**config.mk**
```make
export PLATFORM = sky130hd
export DESIGN_NAME = eos_reporter
export DESIGN_NICKNAME = d
export VERILOG_FILES = /design/src/rtl/eos_pkg.sv /design/src/rtl/eos_op_tracker.sv /design/src/rtl/eos_toggle_unit.sv /design/src/rtl/eos_read_mux.sv /design/src/rtl/eos_reporter.sv
export SDC_FILE = /design/constraint.sdc
export NUM_CORES = 1
export LEC_CHECK = 0
export ABC_AREA = 1
export BUFFER_PORTS_ARGS = -buffer_cell sky130_fd_sc_hd__buf_2
export CORE_AREA = 5 5 42 44
export DETAILED_ROUTE_END_ITERATION = 8
export DIE_AREA = 0 0 47 49
export SYNTH_ARGS = -nofsm -noshare
export SYNTH_HDL_FRONTEND = slang
export SYNTH_SLANG_ARGS = --single-unit
```
**constraint.sdc**
```tcl
create_clock -name clk -period 1 [get_ports clk]
set_input_delay 0.2 -clock clk [delete_from_list [all_inputs] [get_ports clk]]
set_output_delay 0.2 -clock clk [all_outputs]
set_load 0.1 [all_outputs]
```
**src/rtl/eos_pkg.sv**
```systemverilog
package eos_pkg;
  typedef enum logic [1:0] {
    OP_PROG = 2'b00,
    OP_CHIP = 2'b01,
    OP_SECT = 2'b10,
    OP_NONE = 2'b11
  } op_kind_t;

  // polling bit reported during a busy phase
  function automatic logic poll_value(op_kind_t kind, logic last_top);
    return (kind == OP_PROG) ? ~last_top : 1'b0;
  endfunction

  function automatic logic code_is_valid(logic [1:0] code);
    return code != OP_NONE;
  endfunction
endpackage

```
**src/rtl/eos_op_tracker.sv**
```systemverilog
module eos_op_tracker
  import eos_pkg::*;
(
  input  logic        clk,
  input  logic        rst_n,
  input  logic        op_start,
  input  logic [1:0]  op_code,
  input  logic        op_done,
  input  logic        top_bit,
  output logic        busy,
  output op_kind_t    kind,
  output logic        last_top,
  output logic        start_acc
);
  logic done_acc;

  assign start_acc = op_start && !busy && code_is_valid(op_code);
  assign done_acc  = op_done && busy;

  always_ff @(posedge clk or negedge rst_n) begin
    if (!rst_n) begin
      busy     <= 1'b0;
      kind     <= OP_NONE;
      last_top <= 1'b0;
    end else if (start_acc) begin
      busy     <= 1'b1;
      kind     <= op_kind_t'(op_code);
      last_top <= top_bit;
    end else if (done_acc) begin
      busy     <= 1'b0;
    end
  end
endmodule

```
**src/rtl/eos_toggle_unit.sv**
```systemverilog
module eos_toggle_unit (
  input  logic clk,
  input  logic rst_n,
  input  logic rd_en,
  input  logic busy,
  input  logic clear,
  output logic tog,
  output logic rd_done
);
  logic rd_q;

  // a read is complete on the cycle its strobe falls
  assign rd_done = rd_q && !rd_en;

  always_ff @(posedge clk or negedge rst_n) begin
    if (!rst_n) begin
      rd_q <= 1'b0;
      tog  <= 1'b0;
    end else begin
      rd_q <= rd_en;
      if (clear)
        tog <= 1'b0;
      else if (busy && rd_done)
        tog <= ~tog;
    end
  end
endmodule

```
**src/rtl/eos_read_mux.sv**
```systemverilog
module eos_read_mux
  import eos_pkg::*;
#(
  parameter int DW = 8
) (
  input  logic          busy,
  input  op_kind_t      kind,
  input  logic          last_top,
  input  logic          tog,
  input  logic [DW-1:0] arr_data,
  output logic [DW-1:0] rd_data
);
  localparam int POLL_BIT = DW - 1;
  localparam int TOG_BIT  = DW - 2;

  logic [DW-1:0] status_word;

  always_comb begin
    status_word           = '0;
    status_word[POLL_BIT] = poll_value(kind, last_top);
    status_word[TOG_BIT]  = tog;
  end

  assign rd_data = busy ? status_word : arr_data;
endmodule

```
**src/rtl/eos_reporter.sv**
```systemverilog
module eos_reporter
  import eos_pkg::*;
#(
  parameter int DW = 8
) (
  input  logic          clk,
  input  logic          rst_n,
  input  logic          op_start,
  input  logic [1:0]    op_code,
  input  logic          op_done,
  input  logic [DW-1:0] prog_data,
  input  logic          rd_en,
  input  logic [DW-1:0] arr_data,
  output logic [DW-1:0] rd_data
);
  localparam int POLL_BIT = DW - 1;

  logic     busy;
  op_kind_t kind;
  logic     last_top;
  logic     start_acc;
  logic     tog;
  logic     rd_done;

  eos_op_tracker u_trk (
    .clk(clk), .rst_n(rst_n), .op_start(op_start), .op_code(op_code),
    .op_done(op_done), .top_bit(prog_data[POLL_BIT]), .busy(busy),
    .kind(kind), .last_top(last_top), .start_acc(start_acc)
  );

  eos_toggle_unit u_tog (
    .clk(clk), .rst_n(rst_n), .rd_en(rd_en), .busy(busy),
    .clear(start_acc), .tog(tog), .rd_done(rd_done)
  );

  eos_read_mux #(.DW(DW)) u_mux (
    .busy(busy), .kind(kind), .last_top(last_top), .tog(tog),
    .arr_data(arr_data), .rd_data(rd_data)
  );
endmodule

```
==> impl_metrics.ini, run 1 <==
[setup_path]
worstSetupEndpointType = output port
max_stage_delay_ns = 0.44
slowest_stage = dfrtp_2
crit_end = rd_data[7]
cp_data_required_time_ns = 0.80
critPathLaunch = u_trk.busy
crit_type = reg2out
start_kind = flop
path_max_fanout = 4
r2r_slack_ns = 0
reg2reg_from = u_trk.busy
rr_worst_depth = 5
arrival_ns = 1.13
r2r-end = u_trk.last_top
worstPathCellList = inv_2, nand2_1, o21ai_4, buf_12

[die]
core_area_um2 = 1400
die_w_um = 47
die_h_um = 49
ioPinCount = 31
dieArea_um2 = 2300
start_util = 0.245
row_count = 14

[synthesis]
synth_async_sr_flop_share = 1.00
ys_types = 12
synth-simple-area-share = 0.328
yosysTopAreaCell = dfrtp_1
synth_compound_area_frac = 0.0730
mappedNetlistArea_um2 = 343
yosysWarnings = 0
synth_cells = 46
synthXorXnorAreaFrac = 0
avgSynthCellArea_um2 = 7.45
synthAdderAreaFrac = 0
yosys-top-cells-count = inv_1 (11), nand2_1 (10), nor2_1 (9), dfrtp_1 (4), o21ai_1 (3)
synth_top_family_by_area = simple AND/OR/NAND/NOR gates
syn_nets = 69
ys_seq_area_frac = 0.445
yosysMostFrequentCell = inv_1
synth_ff_type = dfrtp_1
synth_mux_area_frac = 0
synth-seq-cells = 6
synthTopCellsByArea = dfrtp_1 (29%), dfstp_2 (15%), inv_1 (12%)
synth_edf_count = 0
synth_top_area_share = 0.292

[detailed_routing]
drc = 0
avgRoutedWirePerCell_um = 9.21
vias_per_cell = 4.15
drt_wl_total_um = 866
ant_nets = 0
route.vias.total = 390
drtIter0Drc = 7
dr.pass1.iters = 4

[sta]
post-route-period-util = 1.33
worstMarginPinSlew_ns = 0.143
finalMaxSlewViolations = 0
final.setup.worst_slack_ns = -0.335
max_freq_mhz = 749
fin_crit_ns = 1.33
rsz0062_at_grt = true
slew_headroom = 0.905
final_hold_viol_count = 0
whs_ns = 0.115
setup_viol = 9
skew_ns = 0.00905

[pwr]
comb_power_share = 0.580
max-vdd-ir-drop_uv = 907
powerDensity_nw_per_um2 = 1800
switchingPower_mw = 0.637
cellLeakagePower_nw = 0.401
p_int_mw = 0.773
power.share.switching = 0.452
pwr-share-seq = 0.250
clkPwrFrac = 0.169

[placement]
hpwlAfterDp_um = 738
port_buffers = 23
dp_cells = 89
placed_cell_area_um2 = 704
finalWeightedCongestion = 0.702

[global_route]
grt_pass1_vias = 374
overflow = 0
grt_use_total = 0.0850
grt_antenna_before_repair = 0
grt_first_pass_wirelength_um = 1430
grt_max_degree = 9

[min_path]
min_path_type = in2reg

[clock_tree]
clk_pin_slew_worst_paths_ns = 0.05
clock_latency_ns = 0.24
cts_setup_buffers = 0
clk_path_buf_depth = 2
numClockSinks = 6
cts-root-buf = clkbuf_4
tritoncts = done
numCtsBuffers = 3
cts-htree-levels = 1

[finish]
seq_area_um2 = 154
multi_input_area_um2 = 241
layout-area-overhead-vs-synth_pct = 129
final_util = 0.560
nNetsFinal = 102
post-route-cell-area_um2 = 785
stdcell_count = 94
num_antenna_cells = 0
fillCellCount = 126
drive_gt1_frac = 0.667

[job]
cap_violations = 0

[outcome]
status = finished, violations left
violations = negative setup slack
-- logic make-up (layout without fill, tap and decap cells) --
logic type / after synthesis / count (layout)
simple gates: 23 / 23
buf+inv: 12 / 44
flops: 6 / 6
compound gates: 5 / 5
-- routing by layer --
layer  vias to the layer above  GRT usage  part of all wire
met5                         -          0                 0
met4                         0     0.0553                 0
met3                         0     0.0221              0.14
met2                        21      0.131              0.52
met1                       169     0.0987              0.34
li1                        200          -                 -
-- layout make-up --
cell class	count	share of cell area
timing repair buffer	29	0.384
tap	16	0.0255
multi-input combinational	28	0.308
inverter	11	0.0526
clock buffer	4	0.0335
sequential	6	0.196
-- flip-flops by register name (all words and copies together), names as in the netlist --
name	cells
u_trk.busy	1
u_tog.rd_q	1
u_tog.tog	1
u_trk.last_top	1
u_trk.kind	2
-- repair_timing --
| item | in CTS | in global routing |
|---|---|---|
| endpoints found under the setup margin | 8 | 13 |
| pin swaps | 7 | 3 |
| endpoints found under the hold margin | 6 | 0 |
| hold buffers | 1 | 0 |
| gates resized for setup | 7 | 7 |
-- placed cells by master, fill, tap and decap left out, drive strengths merged --
cell and count:
dfrtp 4, nand2 11, buf 28, dlygate4sd3 1, o21ai 5, nor2 10, inv 11, dfstp 2
nand4 1, clkbuf 4, nand3 1
-- worst min path at each step --
stage	start	endpoint	slack (ns)	cells past startpoint
global route	rd_en	u_tog.rd_q	0.1	1
CTS	rd_en	u_tog.rd_q	0.11	1
global placement	rst_n	u_tog.rd_q	0.03	1
floorplan	rst_n	u_tog.rd_q	-0.1	0
finish	rd_en	u_tog.rd_q	0.12	1
detailed placement	rst_n	u_trk.last_top	0.03	1
-- worst max-delay path: cells and delay by family, from the launching register on --
| family | cells | cell delay (ns) |
|---|---|---|
| flops | 1 | 0.44 |
| compound gates | 1 | 0.08 |
| simple gates | 1 | 0.09 |
| buf+inv | 2 | 0.29 |
-- power by group through the flow --
stage               combinational (mW)  sequential (mW)  clock [mW]
floorplan                        0.517            0.328           0
global placement                 0.776            0.333           0
detailed placement               0.785            0.334           0
CTS                              0.807            0.348       0.251
global route                     0.862            0.359       0.270
finish                           0.818            0.353       0.239
-- stage by stage --
stage | power [mW] | TNS [ns] | setup WS [ns]
after floorplan | 0.845 | -1.86 | -0.358
after global placement | 1.11 | -0.829 | -0.150
after detailed placement | 1.12 | -0.851 | -0.157
after CTS | 1.41 | -2.75 | -0.365
after global routing | 1.49 | -3.21 | -0.392
final | 1.41 | -2.62 | -0.335
No activity file was read; power rests on OpenSTA's default activity.
==> run 2, diff against run 1 <==
- BUFFER_PORTS_ARGS: -buffer_cell sky130_fd_sc_hd__buf_2 -> unset
- DONT_BUFFER_PORTS: unset -> 1
==> run 2 against run 1 <==
Against the previous run:
- die area unchanged
- hold slack worse by 0.064 ns
- maximum frequency up 1.1%
- clock power down 8.4%
- clock-buffer cell count down 1
- cell count down 18%
- design area down 16%
- the flow still finishes with violations (negative setup slack)
- critical path depth unchanged
- non-clock buffer count down 16
- register-to-register slack about the same
==> impl_metrics.ini, run 2 (synthesis gave the netlist of run 1 again) <==
[outcome]
status = finished, violations left
violations = negative setup slack

[setup_path]
critPathLaunch = u_trk.kind[0]
path_depth = 4
arrival_ns = 1.12
cpLargestDelayFamily = flip-flops
critical_path_buf_inv_count = 1
crit_type = reg2out
slowest_stage = dfstp_2
worstSetupEndpointType = output port
worstPathCellList = nor2_4, nand2_4, o21ai_4, buf_12
start_kind = flop
cp_data_required_time_ns = 0.80
max_stage_delay_ns = 0.38
path_max_fanout = 2
reg2reg_from = u_trk.busy
rr_worst_depth = 6

[sta]
finalMaxSlewViolations = 0
whs_ns = 0.0510
worstMarginPinSlew_ns = 0.261
post-route-period-util = 1.32
max_freq_mhz = 757
rsz0062_at_grt = true
final_hold_viol_count = 0
skew_ns = 0.00114
final.setup.worst_slack_ns = -0.320
fin_crit_ns = 1.32
slew_headroom = 0.825
setup_viol = 9

[global_route]
grt_use_total = 0.0844
grt_first_pass_wirelength_um = 1390
grt_antenna_before_repair = 0
overflow = 0
grt_pass1_vias = 340
grt_max_degree = 9

[die]
die_w_um = 47
ioPinCount = 31
row_count = 14
die_h_um = 49
dieArea_um2 = 2300
core_area_um2 = 1400
start_util = 0.245

[finish]
nNetsFinal = 86
final_common_cell = inv_1
largest_register = u_trk.kind
final_cell_mix = inv_1 (11), nor2_4 (7), nand2_1 (7), buf_12 (7), dfrtp_1 (4)
num_antenna_cells = 0
final_util = 0.470
largest_reg_flops = 2
layout-area-overhead-vs-synth_pct = 92.0
drive_gt1_frac = 0.492

[pwr]
powerDensity_nw_per_um2 = 1950
cellLeakagePower_nw = 0.319
max-vdd-ir-drop_uv = 854

[job]
cap_violations = 0

[clock_tree]
numClockSinks = 6
cts-root-buf = clkbuf_4
cts_setup_buffers = 0
cts-htree-levels = 1
tritoncts = done
clk_pin_slew_worst_paths_ns = 0.04
clock_latency_ns = 0.24
clk_path_buf_depth = 2
numCtsBuffers = 3

[detailed_routing]
avgRoutedWirePerCell_um = 10.2
drc = 0
dr.pass1.iters = 2
route.vias.total = 324
drtIter0Drc = 1
vias_per_cell = 4.21
drt_wl_total_um = 786
ant_nets = 0

[min_path]
worstHoldPathCells = 2
hold_path.startpoint = op_code[0]
min_path_type = in2reg

[placement]
hpwlAfterDp_um = 671
port_buffers = 0
finalWeightedCongestion = 0.653
==> run 2: cell types whose count changed in the layout (fill, tap and decap cells not counted), moves of 2 or more <==
cell,previous run,this run
buf_2,15,0
buf_6,5,1
buf_4,0,3
nand2_1,5,7
==> run 2: metal layers <==
metal	vias up	share of wire	global-route usage
li1	166	-	-
met1	139	0.39	0.103
met2	19	0.50	0.122
met3	0	0.11	0.0369
met4	0	0	0.0415
met5	-	0	0
==> run 2: stage by stage <==
stage / TNS [ns] / power [mW] / area [µm²] / setup WS, ns / cells
after floorplan: -1.86 / 0.845 / 427 / -0.358 / 46
after global placement: -0.819 / 1.03 / 602 / -0.163 / 72
after detailed placement: -0.904 / 1.04 / 602 / -0.173 / 72
after CTS: -2.59 / 1.31 / 658 / -0.327 / 77
after global routing: -3.00 / 1.36 / 658 / -0.370 / 77
final: -2.42 / 1.29 / 658 / -0.320 / 77
==> run 2: layout make-up <==
| class | count | area, µm² |
|---|---|---|
| Inverter | 11 | 41.3 |
| Multi-Input combinational cell | 28 | 228 |
| Tap cell | 16 | 20.0 |
| Clock buffer | 3 | 22.5 |
| Timing Repair Buffer | 13 | 194 |
| Sequential cell | 6 | 153 |
| Fill cell | 150 | 743 |
==> run 2: worst paths after layout <==
kind | end | slack (ns)
max in group asynchronous | u_trk.kind[1] | 0.47
setup / recovery | rd_data[7] | -0.32
min in group asynchronous | u_tog.rd_q | 0.26
setup reg to reg | u_tog.tog | -0.01
hold reg to reg | u_trk.kind[0] | 0.49
hold / removal | u_trk.kind[0] | 0.05
==> run 2: report_power, final <==
group / internal (mW) / leakage [nW] / switching (mW)
clock: 0.135 / 0.0138 / 0.0830
sequential: 0.300 / 0.0703 / 0.0438
combinational: 0.254 / 0.234 / 0.469
==> run 2: timing repair <==
| action | 4_1_cts | 5_1_grt |
|---|---|---|
| gates resized for setup | 4 | 0 |
| hold buffers | 2 | 0 |
| pin swaps | 5 | 1 |
| setup endpoints to repair | 9 | 11 |
| hold endpoints to repair | 7 | 0 |
==> run 3, diff against run 2 <==
- SYNTH_HIERARCHICAL: unset -> 1
==> run 3 against run 2 <==
Against the previous run:
- the run still ends with negative setup slack left
- cell count up 7.8%
- combinational power up 9.3%
- synthesized area rose by 2.9%
- worst setup slack improved by 0.0081 ns
- clock power increased by 9.6%
- routed wire length up 14%
- clock skew increased by 0.0049 ns
- utilization grew 2.9 points
- via count grew 12%
- largest cell class unchanged
- highest routed layer unchanged
==> impl_metrics.ini, run 3 <==
[pwr]
p_int_mw = 0.728
p_total_mw = 1.38
clkPwrFrac = 0.174
switchingPower_mw = 0.652
pwr-share-seq = 0.254
cellLeakagePower_nw = 0.332
power.share.switching = 0.472
comb_power_share = 0.573
max-vdd-ir-drop_uv = 858
powerDensity_nw_per_um2 = 1970

[finish]
largest_register = u_trk/kind
layout-area-overhead-vs-synth_pct = 98.2
seq_area_um2 = 154
num_antenna_cells = 0
nNetsFinal = 91
final_cell_mix = nand2_1 (9), inv_1 (8), buf_12 (7)
drive_gt1_frac = 0.567
multi_input_area_um2 = 246
largest_reg_flops = 2
fillCellCount = 145
final_common_cell = nand2_1

[die]
die_h_um = 49
ioPinCount = 31
core_area_um2 = 1400
start_util = 0.252
dieArea_um2 = 2300
row_count = 14
die_w_um = 47

[setup_path]
start_kind = flop
crit_type = reg2out
cp_data_required_time_ns = 0.80
path_max_fanout = 7
worstSetupEndpointType = output port
arrival_ns = 1.11

[detailed_routing]
drt_wl_total_um = 898
avgRoutedWirePerCell_um = 10.8
drc = 0
vias_per_cell = 4.37
drtIter0Drc = 2
ant_nets = 0
dr.pass1.iters = 2
route.vias.total = 363

[placement]
finalWeightedCongestion = 0.679
port_buffers = 0
hpwlAfterDp_um = 779

[synthesis]
yosysWarnings = 6
avgSynthCellArea_um2 = 7.06
syn_nets = 73
mappedNetlistArea_um2 = 353
synth_cells = 50

[clock_tree]
numClockSinks = 6
cts-htree-levels = 1
clock_latency_ns = 0.24
clk_pin_slew_worst_paths_ns = 0.05
tritoncts = done
numCtsBuffers = 3
cts-root-buf = clkbuf_4
clk_path_buf_depth = 2

[sta]
fin_crit_ns = 1.31
whs_ns = 0.0177
finalMaxSlewViolations = 0
final.setup.worst_slack_ns = -0.312
post-route-period-util = 1.31
setup_viol = 13
skew_ns = 0.00608
slew_headroom = 0.816
max_freq_mhz = 762
final_hold_viol_count = 0
worstMarginPinSlew_ns = 0.274
rsz0062_at_grt = true

[global_route]
grt_use_total = 0.0883
grt_max_degree = 8
grt_pass1_vias = 381
overflow = 0
grt_antenna_before_repair = 0
grt_first_pass_wirelength_um = 1490

[outcome]
status = finished, violations left
violations = negative setup slack

[job]
cap_violations = 0

[min_path]
min_path_type = in2reg
-- run 3: repair_timing --
| item | 4_1_cts | 5_1_grt |
|---|---|---|
| buffers inserted | 1 | 1 |
| setup endpoints to repair | 13 | 13 |
| gates cloned | 0 | 0 |
| endpoints found under the hold margin | 7 | 0 |
| pin swaps | 2 | 4 |
| resized for setup | 4 | 7 |
| hold buffers | 2 | 0 |
-- run 3: final timing paths --
path	startpoint	to	slack, ns	depth (start not counted)
worst min-delay path	op_done	u_trk/busy	0.02	1
worst min register to register	u_trk/kind[0]	u_trk/kind[0]	0.46	2
min in group asynchronous	rst_n	u_trk/last_top	0.26	1
max in group asynchronous	rst_n	u_trk/kind[1]	0.46	1
worst max register to register	u_trk/busy	u_tog/tog	-0.25	9
worst max-delay path	u_trk/busy	rd_data[0]	-0.31	3
-- run 3: cell type report --
class,instances,share of cell area
Multi-Input combinational cell,32,0.352
Timing Repair Buffer,14,0.299
Sequential cell,6,0.220
Inverter,11,0.0626
Clock buffer,4,0.0376
Tap cell,16,0.0286
-- run 3: worst max-delay path: stages (launching register included) --
cell	delay [ns]
dfrtp_2	0.43
buf_12	0.16
nor2_4	0.10
buf_12	0.18
-- run 3: stage by stage --
step | cells | util | setup slack (ns) | TNS (ns) | instance area [µm²]
2_1_floorplan | 50 | - | -0.238 | -1.71 | 435
3_3_place_gp | 75 | 0.433 | -0.0939 | -0.543 | 607
3_5_place_dp | 75 | 0.433 | -0.0991 | -0.671 | 607
4_1_cts | 82 | 0.478 | -0.332 | -3.37 | 669
5_1_grt | 83 | 0.499 | -0.353 | -4.01 | 699
6_report | 83 | 0.499 | -0.312 | -3.43 | 699
-- run 3: power groups by stage --
stage | Sequential, mW | Combinational [mW] | Clock [mW]
after floorplan | 0.339 | 0.556 | 0
after global routing | 0.357 | 0.835 | 0.266
after CTS | 0.349 | 0.771 | 0.252
after global placement | 0.345 | 0.730 | 0
final | 0.350 | 0.790 | 0.240
after detailed placement | 0.350 | 0.739 | 0
-- run 3: metal layers --
layer / global-route usage / wire length (µm) / vias up
met5: 0 / 0 / -
met4: 0.0415 / 0 / 0
met3: 0.0369 / 107 / 0
met2: 0.145 / 465 / 21
met1: 0.0931 / 325 / 158
li1: - / - / 184
